### config.mk
export PLATFORM = sky130hd
export DESIGN_NAME = burst_phase_gate
export DESIGN_NICKNAME = d
export VERILOG_FILES = /design/src/rtl/bcg_pkg.sv /design/src/rtl/bcg_sync.sv /design/src/rtl/bcg_lane.sv /design/src/rtl/burst_phase_gate.sv
export SDC_FILE = /design/constraint.sdc
export NUM_CORES = 1
export LEC_CHECK = 0
export BUFFER_PORTS_ARGS = -buffer_cell sky130_fd_sc_hd__clkbuf_2
export CORE_MARGIN = 2
export CORE_UTILIZATION = 55
export CTS_BUF_LIST = sky130_fd_sc_hd__clkbuf_8
export DETAILED_ROUTE_END_ITERATION = 10
export PLACE_DENSITY = 0.75
export SLEW_MARGIN = 20
export SYNTH_ARGS = -nofsm -noshare
export SYNTH_HDL_FRONTEND = slang
export SYNTH_SLANG_ARGS = --single-unit
### constraint.sdc
create_clock -name clk -period 1.4 [get_ports clk]
set_input_delay 0.21 -clock clk [delete_from_list [all_inputs] [get_ports clk]]
set_output_delay 0.21 -clock clk [all_outputs]
set_load 0.01 [all_outputs]
### src/rtl/bcg_pkg.sv
package bcg_pkg;
  localparam int unsigned NUM_PH = 4;
  localparam int unsigned PH_W   = $clog2(NUM_PH);

  typedef logic [PH_W-1:0] slot_t;

  // Offset of the current slot relative to a lane's own phase origin.
  function automatic slot_t slot_offset(slot_t cnt, int unsigned lane);
    return slot_t'(cnt - slot_t'(lane));
  endfunction

  // Slot index reached a given number of slots after a base slot.
  function automatic slot_t slot_add(int unsigned base, int unsigned steps);
    return slot_t'((base + steps) % NUM_PH);
  endfunction
endpackage

### src/rtl/bcg_sync.sv
module bcg_sync #(
  parameter int unsigned STAGES = 2
) (
  input  logic clk,
  input  logic rst_n,
  input  logic d,
  output logic q
);
  logic [STAGES-1:0] chain;

  always_ff @(posedge clk or negedge rst_n) begin
    if (!rst_n) chain <= '0;
    else        chain <= {chain[STAGES-2:0], d};
  end

  assign q = chain[STAGES-1];
endmodule

### src/rtl/bcg_lane.sv
module bcg_lane
  import bcg_pkg::*;
#(
  parameter int unsigned LANE       = 0,
  parameter int unsigned SAMPLE_DLY = 1,
  parameter int unsigned DEAD_CYC   = 1
) (
  input  logic  clk,
  input  logic  rst_n,
  input  slot_t cnt_nxt,
  input  logic  flag,
  output logic  slot_open,
  output logic  gated,
  output logic  hi,
  output logic  lo
);
  localparam slot_t OPEN_SLOT = slot_add(SAMPLE_DLY, 0);
  localparam slot_t HOLD_SLOT = slot_add(SAMPLE_DLY, 1);
  localparam int unsigned RUN_W = $clog2(DEAD_CYC + 2);
  localparam logic [RUN_W-1:0] RUN_MAX = RUN_W'(DEAD_CYC + 1);

  slot_t            off;
  logic             slot_hold;
  logic             gated_nxt;
  logic [RUN_W-1:0] hi_run, lo_run, hi_run_nxt, lo_run_nxt;

  always_comb begin
    off       = slot_offset(cnt_nxt, LANE);
    slot_open = (off == OPEN_SLOT);
    slot_hold = (off == HOLD_SLOT);
    // The gated register is the capture element: loaded at the open slot,
    // kept through the hold slot, cleared everywhere else.
    if (slot_open)      gated_nxt = flag;
    else if (slot_hold) gated_nxt = gated;
    else                gated_nxt = 1'b0;

    hi_run_nxt = '0;
    lo_run_nxt = '0;
    if (gated_nxt) hi_run_nxt = (hi_run == RUN_MAX) ? RUN_MAX : hi_run + 1'b1;
    else           lo_run_nxt = (lo_run == RUN_MAX) ? RUN_MAX : lo_run + 1'b1;
  end

  always_ff @(posedge clk or negedge rst_n) begin
    if (!rst_n) begin
      gated  <= 1'b0;
      hi_run <= '0;
      lo_run <= '0;
      hi     <= 1'b0;
      lo     <= 1'b0;
    end else begin
      gated  <= gated_nxt;
      hi_run <= hi_run_nxt;
      lo_run <= lo_run_nxt;
      hi     <= (hi_run_nxt == RUN_MAX);
      lo     <= (lo_run_nxt == RUN_MAX);
    end
  end
endmodule

### src/rtl/burst_phase_gate.sv
module burst_phase_gate
  import bcg_pkg::*;
#(
  parameter int unsigned SAMPLE_DLY  = 1,
  parameter int unsigned DEAD_CYC    = 1,
  parameter int unsigned SYNC_STAGES = 2
) (
  input  logic              clk,
  input  logic              rst_n,
  input  logic              below_ref,
  output logic [NUM_PH-1:0] phase_gated,
  output logic [NUM_PH-1:0] drive_hi,
  output logic [NUM_PH-1:0] drive_lo
);
  slot_t             slot_cnt;
  slot_t             slot_cnt_nxt;
  logic              flag_s;
  logic [NUM_PH-1:0] lane_open;

  assign slot_cnt_nxt = slot_cnt + 1'b1;

  always_ff @(posedge clk or negedge rst_n) begin
    if (!rst_n) slot_cnt <= '0;
    else        slot_cnt <= slot_cnt_nxt;
  end

  bcg_sync #(.STAGES(SYNC_STAGES)) u_sync (
    .clk   (clk),
    .rst_n (rst_n),
    .d     (below_ref),
    .q     (flag_s)
  );

  for (genvar k = 0; k < NUM_PH; k++) begin : g_lane
    bcg_lane #(
      .LANE       (k),
      .SAMPLE_DLY (SAMPLE_DLY),
      .DEAD_CYC   (DEAD_CYC)
    ) u_lane (
      .clk       (clk),
      .rst_n     (rst_n),
      .cnt_nxt   (slot_cnt_nxt),
      .flag      (flag_s),
      .slot_open (lane_open[k]),
      .gated     (phase_gated[k]),
      .hi        (drive_hi[k]),
      .lo        (drive_lo[k])
    );
  end
endmodule

==> flow_summary_export.csv, run 1 <==
group,metric,value,unit
placement,post-place-ws,0.1032,ns
power_and_ir_drop,p_per_area,1413,mW/mm²
cts,clk_latency,0.28,ns
synth,synth_top_area_share,54.56,%
timing,post-route-min-period,1.292,ns
grt,antenna_found_initial,0,
synth,ys_warn_count,0,
grt,grt_pass1_wl,3353,µm
floorplan,initial_core_util,58.71,%
worst_setup_path,critPathLaunchType,"register",
timing,final_hold_viol_count,0,
placement,gp_congestion,0.6598,
grt,grt_remaining_overflow,0,
finish,nets,149,
worst_setup_path,r2r-end,"g_lane[1].u_lane.lo$_DFF_PN0_",
placement,dp_hpwl,1321,µm
finish,areaGrowthSynthToFinish,9.036,%
floorplan,boundaryPins,15,
drt,vias_per_cell,4.857,
min_path,min_to,"u_sync.chain[0]$_DFF_PN0_",
floorplan,die_area,0.003097,mm²
synth,netlist_instances,118,
drt,drt-wirelength-per-cell,11.52,µm
synth,synth_nets,137,
placement,dp.cells,152,
drt,num_vias,782,
grt,grt_max_degree,26,
grt,grt_pass1_vias,799,
timing,setup_ws,0.1075,ns
synth,synth_cell_types,12,
finish,fin_cells,161,
power_and_ir_drop,peakVddDrop,901.1,µV
floorplan,die_y,55.66,µm
synth,ys_ff_latch,32,
worst_setup_path,endpoint_kind,"register",
timing,finalSetupTns,0,ns
cts,htreeDepth,2,
floorplan,die-width,55.66,µm
worst_setup_path,crit_arrival,1.46,ns
cts,cts_root_buf,"clkbuf_8",
run_status,status,"completed",
cts,cts_made_buffers,5,
finish,final_util,64.01,%
power_and_ir_drop,cellLeakagePower,0.9311,nW
finish,drive_gt1_share,22.14,%
worst_setup_path,r2r-start,"slot_cnt[1]$_DFF_PN0_",
timing,finalClockSkew,0.001413,ns
cts,cts.sinks,32,
finish,finish.instance_area,0.001600,mm²
drt,drtIter0Drc,16,
run,cap_violations,0,
drt,drtPass1Iterations,4,
drt,ant_nets,0,
grt,grtUsageTotal,14.56,%
worst_setup_path,required,1.57,ns
power_and_ir_drop,p_total,2.261,mW
timing,timing.hold.ws,0.03303,ns
worst_setup_path,ff2ff_path_depth,4,
timing,slew_headroom,59.72,%
timing,worstMarginPinSlew,0.6042,ns
floorplan,num_rows,18,
timing,period_share,92.32,%
min_path,whs_path_depth,1,
timing,fmax,0.7737,GHz
floorplan,coreArea,0.002500,mm²
cts,cts_tree,"done",
worst_setup_path,rrSetupSlack,0.11,ns
cts,clockBufferDepth,2,
drt,wirelength,1855,µm
synth,yosysTopAreaCell,"dfrtp_1",
synth,synth_area,0.001468,mm²
placement,dpl_cell_area,0.001500,mm²
drt,drc,0,
finish,antenna_cells,0,
worst_setup_path,path_class,"register to register",
cts,cts_setup_buffers,0,
worst_setup_path,critPathMaxFanout,7,
min_path,hold_path_class,"input pin to register",
synth,ys_seq_area_share,54.56,%
cts,clk_pin_slew_worst_paths,0.06,ns
synth,synthTopCellsByArea,"dfrtp_1 (55%), ha_1 (14%), buf_4 (6.1%)",
timing,setup_viol,0,
timing,rsz0062_at_grt,"no",
placement,portBuffers,14,
synth,postSynthAreaPerCell,12.44,µm²
min_path,min_from,"below_ref",
timing,slew_violations,0,
[routing by layer]
| metal | part of all wire [%] | global-route usage, % | wire length (µm) | up-vias |
|---|---|---|---|---|
| li1 | - | - | - | 394 |
| met1 | 43 | 15.97 | 801 | 365 |
| met2 | 49 | 23.13 | 904 | 16 |
| met3 | 6.0 | 8.140 | 111 | 7 |
| met4 | 2.0 | 6.272 | 38 | 0 |
| met5 | 0 | 0 | 0 | - |
[worst max-delay path, cell delays in order, from the launching register on]
cell and delay [ns]:
dfrtp_1 0.42, inv_1 0.12, ha_1 0.23, nand3b_4 0.18, and4b_1 0.22
[cells in the final DEF, fill, tap and decap left out]
cell type	n
inv_1	20
clkbuf_8	6
dfrtp_1	32
clkbuf_2	14
nand2_1	8
a21boi_0	7
dlygate4sd3_1	1
and3_2	3
nand2b_1	4
ha_1	16
and3_1	5
buf_4	2
a21oi_1	4
nand3b_4	4
a21boi_1	1
and4b_1	4
[sequential cells by signal, indices dropped and copies added, names as in the netlist]
signal and flops:
g_lane.u_lane.hi_run 8, u_sync.chain 2, g_lane.u_lane.gated 4, g_lane.u_lane.hi 4, slot_cnt 2, g_lane.u_lane.lo_run 8, g_lane.u_lane.lo 4
[cells in the mapped netlist (all sizes together)]
library cell / count
inv: 18
a21oi: 4
and4b: 4
nand2: 8
and3: 8
ha: 16
nand2b: 4
dfrtp: 32
nand3b: 4
buf: 12
a21boi: 8
[how the worst max path moves through the flow]
stage	startpoint	end	slack, ns	cells past startpoint
floorplan	slot_cnt[1]$_DFF_PN0_	g_lane[0].u_lane.lo_run[0]$_DFF_PN0_	0.22	4
global placement	slot_cnt[0]$_DFF_PN0_	g_lane[2].u_lane.lo_run[1]$_DFF_PN0_	0.17	4
detailed placement	slot_cnt[1]$_DFF_PN0_	g_lane[1].u_lane.lo$_DFF_PN0_	0.10	4
CTS	slot_cnt[1]$_DFF_PN0_	g_lane[1].u_lane.lo$_DFF_PN0_	0.09	4
global route	slot_cnt[0]$_DFF_PN0_	g_lane[0].u_lane.lo_run[1]$_DFF_PN0_	0.02	4
finish	slot_cnt[1]$_DFF_PN0_	g_lane[1].u_lane.lo$_DFF_PN0_	0.11	4
[kinds of logic after synthesis]
logic type / share of synthesized area [%]
and+or+nand+nor: 15.60
DFF: 54.56
adders and majority gates: 13.64
buffers and inverters: 10.74
AOI/OAI and AO/OA: 5.456
[cell type report]
type                            instances  area [µm²]
Fill cell                             200       899.6
Sequential cell                        32       800.8
Clock buffer                            6       82.58
Tap cell                               30       37.54
Multi-Input combinational cell         56       509.2
Inverter                               18       67.56
Timing Repair Buffer                   17       95.09
Clock inverter                          2       7.507
[where the power goes]
part | internal (mW) | switching [mW] | total [mW]
clock network | 0.385 | 0.309 | 0.694
registers | 1.08 | 0.0420 | 1.12
logic | 0.236 | 0.208 | 0.443
[repair_timing]
item	in CTS	in global routing
setup endpoints to repair	0	1
hold buffers	1	0
resized for setup	0	1
endpoints found under the hold margin	23	0
Power figures use the tool's default switching activity.
==> run 2, diff against run 1 <==
Settings changed: ABC_AREA from default to 1, CORE_ASPECT_RATIO from default to 0.75.
==> run 2 against run 1 <==
Net effect: worst setup slack better by 0.044 ns; clock power down 0.6%; via count up 3.8%; flip-flop and latch count unchanged; first-iteration DRC count rose to 3.9 times the previous value; fmax up 3.5%; die area up 2.0%; critical path type unchanged; largest cell class unchanged; largest power group unchanged.
==> flow_summary_export.csv, run 2 <==
group,metric,value,unit
worst_setup_path,crit_arrival,1.42,ns
run_status,status,"completed",
drt,wirelength,1888,µm
timing,slew_violations,0,
synth,synth_common_cells,"inv_1 (37), dfrtp_1 (32), ha_1 (16), buf_4 (12), nor2_1 (8)",
worst_setup_path,cp_cell_sequence,"inv_1, ha_1, inv_1, nand2_1, nand2_4, nand2_4, nor2_2",
grt,antenna_found_initial,0,
floorplan,die_y,49.18,µm
placement,dpl_cell_area,0.001529,mm²
synth,async_reset_ff_share,100.0,%
worst_setup_path,critPathLaunchType,"register",
finish,antenna_cells,0,
placement,portBuffers,14,
power_and_ir_drop,peakVddDrop,817.6,µV
synth,netlist_instances,140,
worst_setup_path,required,1.57,ns
timing,setup_ws,0.1515,ns
synth,synth.most_common_cell,"inv_1",
grt,grtUsageTotal,15.47,%
synth,synth_nets,159,
floorplan,boundaryPins,15,
synth,synth_cell_types,14,
drt,ant_nets,0,
timing,setup_viol,0,
drt,drtPass1Iterations,4,
synth,synth_area,0.001496,mm²
synth,synth_top_area_share,53.51,%
worst_setup_path,cpMaxStageDelayCell,"dfrtp_1",
synth,postSynthAreaPerCell,10.69,µm²
placement,dp_hpwl,1446,µm
cts,clk_pin_slew_worst_paths,0.06,ns
placement,post-place-ws,0.1397,ns
timing,worstMarginPinSlew,0.3846,ns
finish,finish.instance_area,0.001629,mm²
timing,timing.hold.ws,0.03557,ns
timing,final_hold_viol_count,0,
floorplan,num_rows,16,
grt,grt_pass1_wl,3525,µm
timing,post-route-min-period,1.249,ns
synth,synthTopCellsByArea,"dfrtp_1 (54%), ha_1 (13%), inv_1 (9.3%)",
synth,ys_warn_count,0,
synth,ys_ff_latch,32,
drt,drc,0,
placement,gp_congestion,0.7831,
grt,grt_max_degree,33,
worst_setup_path,critPathMaxFanout,5,
drt,vias_per_cell,4.319,
finish,nets,170,
timing,rsz0062_at_grt,"no",
finish,final_util,62.60,%
timing,period_share,89.18,%
timing,finalClockSkew,0.002415,ns
timing,finalSetupTns,0,ns
floorplan,coreArea,0.002603,mm²
cts,clockBufferDepth,2,
cts,cts_resized,0,
synth,synth-edff-count,0,
cts,cts_root_buf,"clkbuf_8",
power_and_ir_drop,p_per_area,1475,mW/mm²
cts,cts.sinks,32,
min_path,whs_path_depth,1,
cts,htreeDepth,2,
cts,cts_tree,"done",
power_and_ir_drop,cellLeakagePower,0.9277,nW
grt,grt_pass1_vias,845,
cts,clk_latency,0.28,ns
worst_setup_path,ff2ff_path_depth,7,
finish,drive_gt1_share,30.92,%
cts,cts_made_buffers,5,
drt,num_vias,812,
drt,drtIter0Drc,63,
drt,drt-wirelength-per-cell,10.04,µm
worst_setup_path,endpoint_kind,"register",
floorplan,die_area,0.003159,mm²
grt,grt_remaining_overflow,0,
floorplan,die-width,64.23,µm
run,cap_violations,0,
timing,fmax,0.8010,GHz
cts,cts_setup_buffers,0,
worst_setup_path,cpPeakStageDelay,0.43,ns
synth,ys_seq_area_share,53.51,%
timing,slew_headroom,74.36,%
min_path,hold_path_class,"input pin to register",
finish,layout_common_cells,"inv_1 (39), dfrtp_1 (32), ha_1 (16)",
worst_setup_path,path_class,"register to register",
synth,synthFlopType,"dfrtp_1",
synth,yosysTopAreaCell,"dfrtp_1",
floorplan,initial_core_util,57.50,%
finish,final_common_cell,"inv_1",
finish,top_regs,"g_lane.u_lane.hi_run (8), g_lane.u_lane.lo_run (8)",
finish,areaGrowthSynthToFinish,8.863,%
run 2: cell types whose count changed in the layout (fill, tap and decap cells not counted), moves of 5 or more:
cell / delta
inv_1: +19
nor2_1: +8
nor2_2: +7
a21boi_0: -6
nand2_4: +6
and3_1: -5
nand2_2: +5
run 2: what timing repair did:
| action | CTS | global route |
|---|---|---|
| hold buffers | 1 | 0 |
| setup endpoints to repair | 0 | 0 |
| endpoints found under the hold margin | 32 | 0 |
run 2: where the power goes:
| part | internal [mW] | total (mW) | switching [mW] |
|---|---|---|---|
| sequential | 1.08 | 1.12 | 0.0425 |
| combinational | 0.257 | 0.589 | 0.331 |
| clock | 0.385 | 0.690 | 0.305 |
| total | 1.72 | 2.40 | 0.679 |
run 2: logic make-up after synthesis:
group                      count (synthesis)  share of synthesized area (%)
DFF                                       32                          53.51
buffers and inverters                     53                          16.30
AOI/OAI and AO/OA                          1                         0.5019
adders and majority gates                 16                          13.38
and+or+nand+nor                           38                          16.30
run 2: worst max-delay path, delay by kind of cell (launching register included):
family	cells	cell delay [ns]
flip-flops	1	0.43
buffers and inverters	2	0.22
AND/OR/NAND/NOR	4	0.29
adder cells (fa/ha/maj)	1	0.21
run 2: final cells by class:
class	instances	area (µm²)
Clock inverter	2	7.507
Clock buffer	6	82.58
Tap cell	36	45.04
Sequential cell	32	800.8
Fill cell	206	973.4
Timing Repair Buffer	16	87.58
Inverter	41	153.9
Multi-Input combinational cell	55	451.7
run 2: per-stage QoR:
step / cells / power [mW]
detailed placement: 179 / 1.746
global route: 188 / 2.577
floorplan: 140 / 1.657
finish: 188 / 2.403
CTS: 188 / 2.451
global placement: 179 / 1.703
run 2: layer usage:
metal,share of wire [%],track usage (%),up-vias
li1,-,-,406
met1,41,16.15,389
met2,51,26.04,14
met3,5.7,7.390,3
met4,1.4,7.801,0
met5,0,0,-
run 2: path summary, 6_finish.rpt:
| check | from | to | slack [ns] |
|---|---|---|---|
| setup / recovery | slot_cnt[0]$_DFF_PN0_ | g_lane[2].u_lane.lo$_DFF_PN0_ | 0.15 |
| min in group asynchronous | rst_n | g_lane[2].u_lane.hi_run[0]$_DFF_PN0_ | 0.50 |
| max in group asynchronous | rst_n | g_lane[1].u_lane.hi_run[1]$_DFF_PN0_ | 0.62 |
| setup reg to reg | slot_cnt[0]$_DFF_PN0_ | g_lane[2].u_lane.lo$_DFF_PN0_ | 0.15 |
| hold / removal | below_ref | u_sync.chain[0]$_DFF_PN0_ | 0.04 |
| hold reg to reg | u_sync.chain[0]$_DFF_PN0_ | u_sync.chain[1]$_DFF_PN0_ | 0.36 |
